<file path="src/rtl/memmap_pkg.sv">
package memmap_pkg;

    localparam int ADDR_W = 24;
    localparam int NREG   = 4;

    localparam int IDX_ROM = 0;
    localparam int IDX_RAM = 1;
    localparam int IDX_SFR = 2;
    localparam int IDX_IO  = 3;

    typedef logic [ADDR_W-1:0] addr_t;

    typedef enum logic [1:0] {
        MAP_ROM_LOW  = 2'b00,
        MAP_RAM_BOTH = 2'b01,
        MAP_SFR_BOTH = 2'b10
    } map_mode_e;

    localparam addr_t ROM_HOME = 24'h200000;
    localparam addr_t ROM_SPAN = 24'h800000;
    localparam addr_t RAM_HOME = 24'hC00000;
    localparam addr_t RAM_SPAN = 24'h200000;
    localparam addr_t SFR_HOME = 24'hF00000;
    localparam addr_t SFR_SPAN = 24'h080000;
    localparam addr_t IO_HOME  = 24'hF80000;
    localparam addr_t IO_SPAN  = 24'h080000;

    // 1 marks a 32-bit region
    localparam logic [NREG-1:0] WIDE_MASK = 4'b0110;

    typedef struct packed {
        logic [NREG-1:0] sel;
        logic            miss;
        addr_t           offset;
        logic            wide;
    } dec_t;

    function automatic logic in_win(addr_t a, addr_t base, addr_t span);
        return (a >= base) && ((a - base) < span);
    endfunction

    function automatic logic mode_legal(logic [1:0] m);
        return m != 2'b11;
    endfunction

endpackage

</file>
<file path="src/rtl/memmap_mode_reg.sv">
module memmap_mode_reg
    import memmap_pkg::*;
(
    input  logic       clk,
    input  logic       rst,
    input  logic       boot_sfr,
    input  logic       we,
    input  logic [1:0] wdata,
    output map_mode_e  mode
);

    always_ff @(posedge clk) begin
        if (rst) begin
            mode <= boot_sfr ? MAP_SFR_BOTH : MAP_ROM_LOW;
        end else if (we && mode_legal(wdata)) begin
            mode <= map_mode_e'(wdata);
        end
    end

    AST_MODE_LEGAL: assert property (@(posedge clk) disable iff (rst)
        mode != 2'b11);
    AST_MODE_HOLD: assert property (@(posedge clk) disable iff (rst)
        !(we && wdata != 2'b11) |=> $stable(mode));

endmodule

</file>
<file path="src/rtl/memmap_decode.sv">
module memmap_decode
    import memmap_pkg::*;
(
    input  map_mode_e mode,
    input  addr_t     addr,
    output dec_t      dec
);

    logic [NREG-1:0] hit;
    addr_t           base_a [NREG];

    always_comb begin
        // ROM: home window unless relocated to the bottom
        if (mode == MAP_ROM_LOW) begin
            hit[IDX_ROM]    = addr < ROM_SPAN;
            base_a[IDX_ROM] = '0;
        end else begin
            hit[IDX_ROM]    = in_win(addr, ROM_HOME, ROM_SPAN);
            base_a[IDX_ROM] = ROM_HOME;
        end
        // RAM: home always, bottom copy in its mode
        hit[IDX_RAM]    = in_win(addr, RAM_HOME, RAM_SPAN) ||
                          ((mode == MAP_RAM_BOTH) && (addr < RAM_SPAN));
        base_a[IDX_RAM] = (addr < RAM_SPAN) ? '0 : RAM_HOME;
        // SFR: home always, bottom copy in its mode
        hit[IDX_SFR]    = in_win(addr, SFR_HOME, SFR_SPAN) ||
                          ((mode == MAP_SFR_BOTH) && (addr < SFR_SPAN));
        base_a[IDX_SFR] = (addr < SFR_SPAN) ? '0 : SFR_HOME;
        // I/O: fixed
        hit[IDX_IO]     = in_win(addr, IO_HOME, IO_SPAN);
        base_a[IDX_IO]  = IO_HOME;
    end

    always_comb begin
        dec        = '0;
        dec.miss   = 1'b1;
        for (int i = 0; i < NREG; i++) begin
            if (hit[i]) begin
                dec.sel[i] = 1'b1;
                dec.miss   = 1'b0;
                dec.offset = addr - base_a[i];
                dec.wide   = WIDE_MASK[i];
            end
        end
    end

endmodule

</file>
<file path="src/rtl/memmap_wait_seq.sv">
module memmap_wait_seq #(
    parameter int WAIT_W = 4
) (
    input  logic              clk,
    input  logic              rst,
    input  logic              req,
    input  logic [WAIT_W-1:0] wait_n,
    output logic              ready
);

    logic              busy;
    logic [WAIT_W-1:0] cnt;

    always_comb begin
        if (busy) ready = req && (cnt == '0);
        else      ready = req && (wait_n == '0);
    end

    always_ff @(posedge clk) begin
        if (rst) begin
            busy <= 1'b0;
            cnt  <= '0;
        end else if (!busy) begin
            if (req && wait_n != '0) begin
                busy <= 1'b1;
                cnt  <= wait_n - 1'b1;
            end
        end else if (!req || cnt == '0) begin
            busy <= 1'b0;
        end else begin
            cnt <= cnt - 1'b1;
        end
    end

    AST_READY_NEEDS_REQ: assert property (@(posedge clk) disable iff (rst)
        ready |-> req);
    AST_ABORT_IDLE: assert property (@(posedge clk) disable iff (rst)
        (busy && !req) |=> !busy);

endmodule

</file>
<file path="src/rtl/memmap_decoder.sv">
module memmap_decoder
    import memmap_pkg::*;
#(
    parameter int WAIT_W = 4
) (
    input  logic              clk,
    input  logic              rst,
    input  logic              boot_sfr_i,
    input  logic              mode_we_i,
    input  logic [1:0]        mode_wdata_i,
    output logic [1:0]        mode_o,
    input  logic [23:0]       addr_i,
    input  logic              req_i,
    input  logic [WAIT_W-1:0] rom_wait_i,
    input  logic [WAIT_W-1:0] io_wait_i,
    output logic [3:0]        sel_o,
    output logic              miss_o,
    output logic [23:0]       offset_o,
    output logic              wide_o,
    output logic              ready_o
);

    map_mode_e         mode;
    dec_t              dec;
    logic [WAIT_W-1:0] wait_n;

    memmap_mode_reg u_mode (
        .clk      (clk),
        .rst      (rst),
        .boot_sfr (boot_sfr_i),
        .we       (mode_we_i),
        .wdata    (mode_wdata_i),
        .mode     (mode)
    );

    memmap_decode u_dec (
        .mode (mode),
        .addr (addr_i),
        .dec  (dec)
    );

    always_comb begin
        if (dec.sel[IDX_ROM])     wait_n = rom_wait_i;
        else if (dec.sel[IDX_IO]) wait_n = io_wait_i;
        else                      wait_n = '0;
    end

    memmap_wait_seq #(.WAIT_W(WAIT_W)) u_wait (
        .clk    (clk),
        .rst    (rst),
        .req    (req_i),
        .wait_n (wait_n),
        .ready  (ready_o)
    );

    assign mode_o   = mode;
    assign sel_o    = dec.sel;
    assign miss_o   = dec.miss;
    assign offset_o = dec.offset;
    assign wide_o   = dec.wide;

    AST_SEL_ONEHOT: assert property (@(posedge clk) disable iff (rst)
        $onehot0(sel_o));
    AST_MISS_CLEAN: assert property (@(posedge clk) disable iff (rst)
        miss_o |-> (sel_o == '0 && offset_o == '0 && !wide_o));
    AST_RELOC_HOME_GONE: assert property (@(posedge clk) disable iff (rst)
        (mode_o == 2'b00 && addr_i >= 24'h800000 && addr_i <= 24'h9FFFFF) |-> miss_o);
    AST_FAST_READY: assert property (@(posedge clk) disable iff (rst)
        ($rose(req_i) && (sel_o[1] || sel_o[2] || miss_o)) |-> ready_o);
    AST_SLOW_START: assert property (@(posedge clk) disable iff (rst)
        ($rose(req_i) && sel_o[0] && rom_wait_i != '0) |-> !ready_o);

endmodule

</file>
<file path="config.mk">
export PLATFORM = sky130hd
export DESIGN_NAME = memmap_decoder
export DESIGN_NICKNAME = d
export VERILOG_FILES = /design/src/rtl/memmap_pkg.sv /design/src/rtl/memmap_mode_reg.sv /design/src/rtl/memmap_decode.sv /design/src/rtl/memmap_wait_seq.sv /design/src/rtl/memmap_decoder.sv
export SDC_FILE = /design/constraint.sdc
export NUM_CORES = 1
export LEC_CHECK = 0
export ABC_AREA = 1
export BUFFER_PORTS_ARGS = -buffer_cell sky130_fd_sc_hd__buf_2
export CAP_MARGIN = 25
export CORE_AREA = 2 2 56 58
export CTS_CLUSTER_DIAMETER = 30
export DETAILED_ROUTE_END_ITERATION = 16
export DIE_AREA = 0 0 58 60
export PLACE_DENSITY = 0.88
export REMOVE_ABC_BUFFERS = 1
export SETUP_SLACK_MARGIN = 0.5
export SLEW_MARGIN = 20
export SYNTH_ARGS = -nofsm -noshare
export SYNTH_HDL_FRONTEND = slang
export SYNTH_SLANG_ARGS = --single-unit
export TNS_END_PERCENT = 1
</file>
<file path="constraint.sdc">
create_clock -name clk -period 3.1 [get_ports clk]
set_clock_uncertainty 0.2 [all_clocks]
set_input_delay 0.62 -clock clk [delete_from_list [all_inputs] [get_ports clk]]
set_output_delay 0.62 -clock clk [all_outputs]
set_load 0.02 [all_outputs]
</file>
### Yosys cells after proc, flatten, opt, wreduce, memory -nomap -nowiden

Index checks and enable logic that the tools add are counted.

* bits in read-only memories: 0
* bits in writable memories: 0
* memories kept: 0
* flip-flop bits (word level): 7
* bits in latches: 0

* equality and inequality tests: 4
* reductions and logical operators: 21
* multiplexer cells: 23
* shift-type cells: 0
* add/sub/neg operators: 9
* order comparisons: 11
* bitwise operators: 0
* multiply operators: 0
* divide/modulo/power cells: 0

Operator list (count)
* 26-bit two-way mux: 3
* 24-bit greater-or-equal comparator (second input constant): 3
* 24-bit by 20-bit less-than comparator with 1-bit output (second input constant): 3
* 24-bit subtractor (second input constant): 3
* 24-bit by 22-bit less-than comparator with 1-bit output (second input constant): 2
* 24-bit less-than comparator (second input constant): 2
* 24-bit two-way mux: 2
* 24-bit subtractor: 2
* 27-bit two-way mux: 1
* 24-bit by 22-bit greater-or-equal comparator with 1-bit output (second input constant): 1
* 24-bit by 22-bit subtractor with 24-bit output: 1
* 24-bit by 22-bit subtractor with 24-bit output (second input constant): 1
* 22-bit two-way mux: 1
* 4-bit two-way mux: 5
* 1-bit logical AND: 10
* 4-bit logical NOT: 2
* 1-bit two-way mux: 8
* 4-bit by 1-bit subtractor with 4-bit output (second input constant): 2
* 2-bit two-way mux: 3
* 2-bit inequality test (second input constant): 2
* 2-bit nonzero test: 2
* 4-bit nonzero test: 1
* 1-bit logical OR: 3
* 2-bit by 1-bit equality test with 1-bit output (second input constant): 1
* other kinds (4): 4

### Logic depth before layout (Yosys ltp)

* depth in word-level cells: 10
* depth in mapped cells: 17
* gate-level depth less buffers: 17

### By module

From an unflattened synthesis, not the netlist that was laid out.

* cells, all modules: 253
* area total of the unflattened synthesis: 1552.7 sq um

By module, submodules not included
* memmap_decode: area each 1003.5 sq um, instances 1, seq. area each 0.0 sq um, cells an instance 166
* memmap_wait_seq: area each 401.6 sq um, instances 1, seq. area each 100.1 sq um, cells an instance 63
* memmap_mode_reg: area each 93.8 sq um, instances 1, seq. area each 60.1 sq um, cells an instance 11
* memmap_decoder: area each 53.8 sq um, instances 1, seq. area each 0.0 sq um, cells an instance 13

### Worst setup path before layout

No wires, ideal clock.

* path type: input -> output
* start point: input port addr_i[22]
* end point: output port offset_o[21]
* stages on the path: 7
* arrival: 2.299 ns
* path slack: -0.019 ns
* cell sequence: inv_1 -> ha_1 -> inv_1 -> nor2_2 -> a32oi_1 -> inv_1 -> o41ai_1

* cells in the longest elaborated chain, start to end: 8
* elaborated cells on any way between the ends: 30
* classes of those cells: 5 x add/sub; 11 x order compare; 6 x mux; 8 x reduce/logical

Ends and longest elaborated chain
* from (decl): line memmap_decoder.sv:12 `input logic [23:0] addr_i,`
* 24-bit by 22-bit subtractor with 24-bit output: line memmap_pkg.sv:39 `return (a >= base) && ((a - base) < span);`
* 24-bit less-than comparator: line memmap_pkg.sv:39
* 1-bit logical AND: line memmap_pkg.sv:39
* 1-bit two-way mux: line memmap_decode.sv:14 `if (mode == MAP_ROM_LOW) begin`
* 27-bit two-way mux: line memmap_decode.sv:38 `if (hit[i]) begin`
* 26-bit two-way mux (2 in series): line memmap_decode.sv:38
* 26-bit two-way mux *: line memmap_decode.sv:38
* to (decl): line memmap_decoder.sv:18 `output logic [23:0] offset_o,`

Mark *: on every way between the ends. The rest lies on a longest branch, timed or not.

### Worst setup path in the final report

* start point: input port addr_i[21]
* end point: output port offset_o[15]

The elaborated chain is that of the path after synthesis.

==> impl_metrics.yaml <==
run_status:
  run_status: "completed"
setup_path:
  crit_type: "input pin to output port"
  worstPathArrival_ps: 2160
  endpoint_kind: "output port"
  worstSetupStartpointType: "input pin"
  cp_data_required_time_ps: 2280
  crit_fanout: 6
layout:
  drive_above_1_share_pct: 49.0
  area_growth_pct: 74.8
  postLayoutCoreUtil_pct: 72.8
  final_common_cell: "buf_2"
  layout_common_cells: "buf_2 (56), inv_1 (37), nand2_1 (36)"
  diodes: 0
  nets: 365
  n_fill_cell: 235
detailed_routing:
  vias: 1719
  initialDrtViolationCount: 60
  drtAntennaViolNets: 0
  wl_per_cell_um: 12.3
  dr.pass1.iters: 4
  drcViolationCount: 0
  vias_per_cell: 4.95
  postRouteWirelength_um: 4260
hold_path:
  hp-class: "flop to flop"
sta:
  slew_headroom_pct: 75.4
  fmax_mhz: 336
  fin_crit_ps: 2980
  whs_ps: 287
  drv_slew: 0
  tightest_slew_ps: 366
  rsz0062_at_grt: "true"
  setup_viol: 0
  finalCritPeriodShare_pct: 96.0
  hold_viol: 0
placed_design:
  place_congestion: 0.868
  dpl.hpwl_um: 2980
  io_buffers: 71
global_routing:
  grt_start_max_net_pins: 9
  antenna_found_initial: 0
  grt_pass1_wl_um: 6550
  grt_overflow: 0
  grt_pass1_vias: 1597
  track_usage_pct: 24.0
logic_synthesis:
  synth_cells: 213
  syn_area_per_cell_um2: 5.67
  ys_seq_elements: 7
  async_flop_share_pct: 0
  synth-simple-area-share_pct: 44.4
  synth_ff_type: "dfxtp_1"
  synth_warnings: 0
  ys_seq_area_share_pct: 13.3
  synth_cell_types: 27
  synthMuxAreaShare_pct: 0
  synth_compound_area_share_pct: 9.83
  synth_top_family_by_area: "simple AND/OR/NAND/NOR gates"
  syn_area_mm2: 0.00121
  synth_edf_count: 2
  synth_xor_area_share_pct: 5.07
  synth-adder-area-share_pct: 11.4
clocking:
  clk_pin_slew_ps: 50
  root_buffer: "clkbuf_4"
  clock_latency_ps: 260
  cts_tree: "done"
  cts_buffers: 3
  clockBufferDepth: 2
  htreeDepth: 1
  cts.sinks: 7
power:
  power_density_mw_per_mm2: 268
  irDropWorstVdd_uv: 283
  finalPower_mw: 0.567
  p_leak_nw: 1.18
die:
  io-pin-count: 72
  die_y_um: 60
  row_count: 20
  start_util_pct: 41.6
  core_mm2: 0.00290
  die_x_um: 58
  dieArea_mm2: 0.00348
flow_run:
  drv_cap: 0
state kept, by name (all words and copies together) (netlist names):
| register | flops |
|---|---|
| u_mode.mode | 2 |
| u_wait.cnt | 4 |
| u_wait.busy | 1 |
cells by family after synthesis:
kind of cell | after synthesis
AO/OA/AOI/OAI | 20
XOR/XNOR | 7
adder cells (fa/ha/maj) | 11
buffers and inverters | 49
flip-flops | 7
AND/OR/NAND/NOR | 119
power by group:
| part | leakage, nW | internal (mW) | switching (mW) |
|---|---|---|---|
| combinational | 1.10 | 0.153 | 0.218 |
| sequential | 0.0617 | 0.106 | 0.00717 |
| clock | 0.0150 | 0.0491 | 0.0336 |
through the flow:
| stage | worst slack [ps] | setup TNS [ps] | cell area, um2 | cells |
|---|---|---|---|---|
| global placement | 20.2 | 0 | 1720 | 332 |
| finish | 123 | 0 | 2110 | 347 |
| floorplan | -17.4 | -17.4 | 1190 | 210 |
| detailed placement | -63.5 | -589 | 1720 | 332 |
| global route | -6.13 | -6.13 | 2110 | 347 |
| CTS | 171 | 0 | 2030 | 345 |
layout make-up:
class                      count  area, um2  share of cell area [%]
tap                           33       41.3                    1.95
timing repair inverter         3       22.5                    1.07
clock buffer                   4       26.3                    1.24
inverter                      46        176                    8.35
multi-input combinational    157       1050                    49.5
sequential                     7        160                    7.58
timing repair buffer          97        641                    30.3
Yosys cell counts (3+ instances only):
library cell | instances | area [um2]
inv_1 | 44 | 165
nand2_1 | 44 | 165
nor2_1 | 43 | 161
nand3_1 | 12 | 60.1
ha_1 | 11 | 138
a21oi_1 | 9 | 45.0
nand4_1 | 6 | 37.5
dfxtp_1 | 5 | 100
o21ai_0 | 5 | 25.0
xor2_1 | 5 | 43.8
nor2_2 | 4 | 25.0
nand2_2 | 3 | 18.8
repair_timing:
item | 4_1_cts | 5_1_grt
resized for setup | 57 | 23
setup buffers | 6 | 2
pin swaps | 20 | 14
setup endpoints to repair | 28 | 31
hold endpoints to repair | 0 | 0
hold buffers | 0 | 0
gates cloned | 3 | 0
path summary, 6_finish.rpt:
path / start / end / slack, ps / cells after the start
worst max-delay path: addr_i[21] / offset_o[15] / 120 / 11
worst min-delay path: u_wait.cnt[0] / u_wait.cnt[0] / 290 / 2
worst max register to register: u_mode.mode[1] / u_wait.cnt[2] / 700 / 14
worst min register to register: u_wait.cnt[0] / u_wait.cnt[0] / 290 / 2
metal layers:
metal / vias to the layer above / GRT usage, % / share of wire [%]
met1: 763 / 23.5 / 37
met5: - / 0 / 0
met3: 10 / 2.81 / 7.5
met2: 82 / 49.7 / 53
li1: 864 / - / -
met4: 0 / 9.97 / 2.2
worst max-delay path: stages:
cell and delay (ps):
buf_6 100, buf_8 130, buf_4 150, xnor2_2 160, nand3_2 120, nor2_4 150, nand2_2 90, nand2_4 140
clkinvlp_4 190, nor2_1 150, buf_4 150
Power figures use the tool's default switching activity.
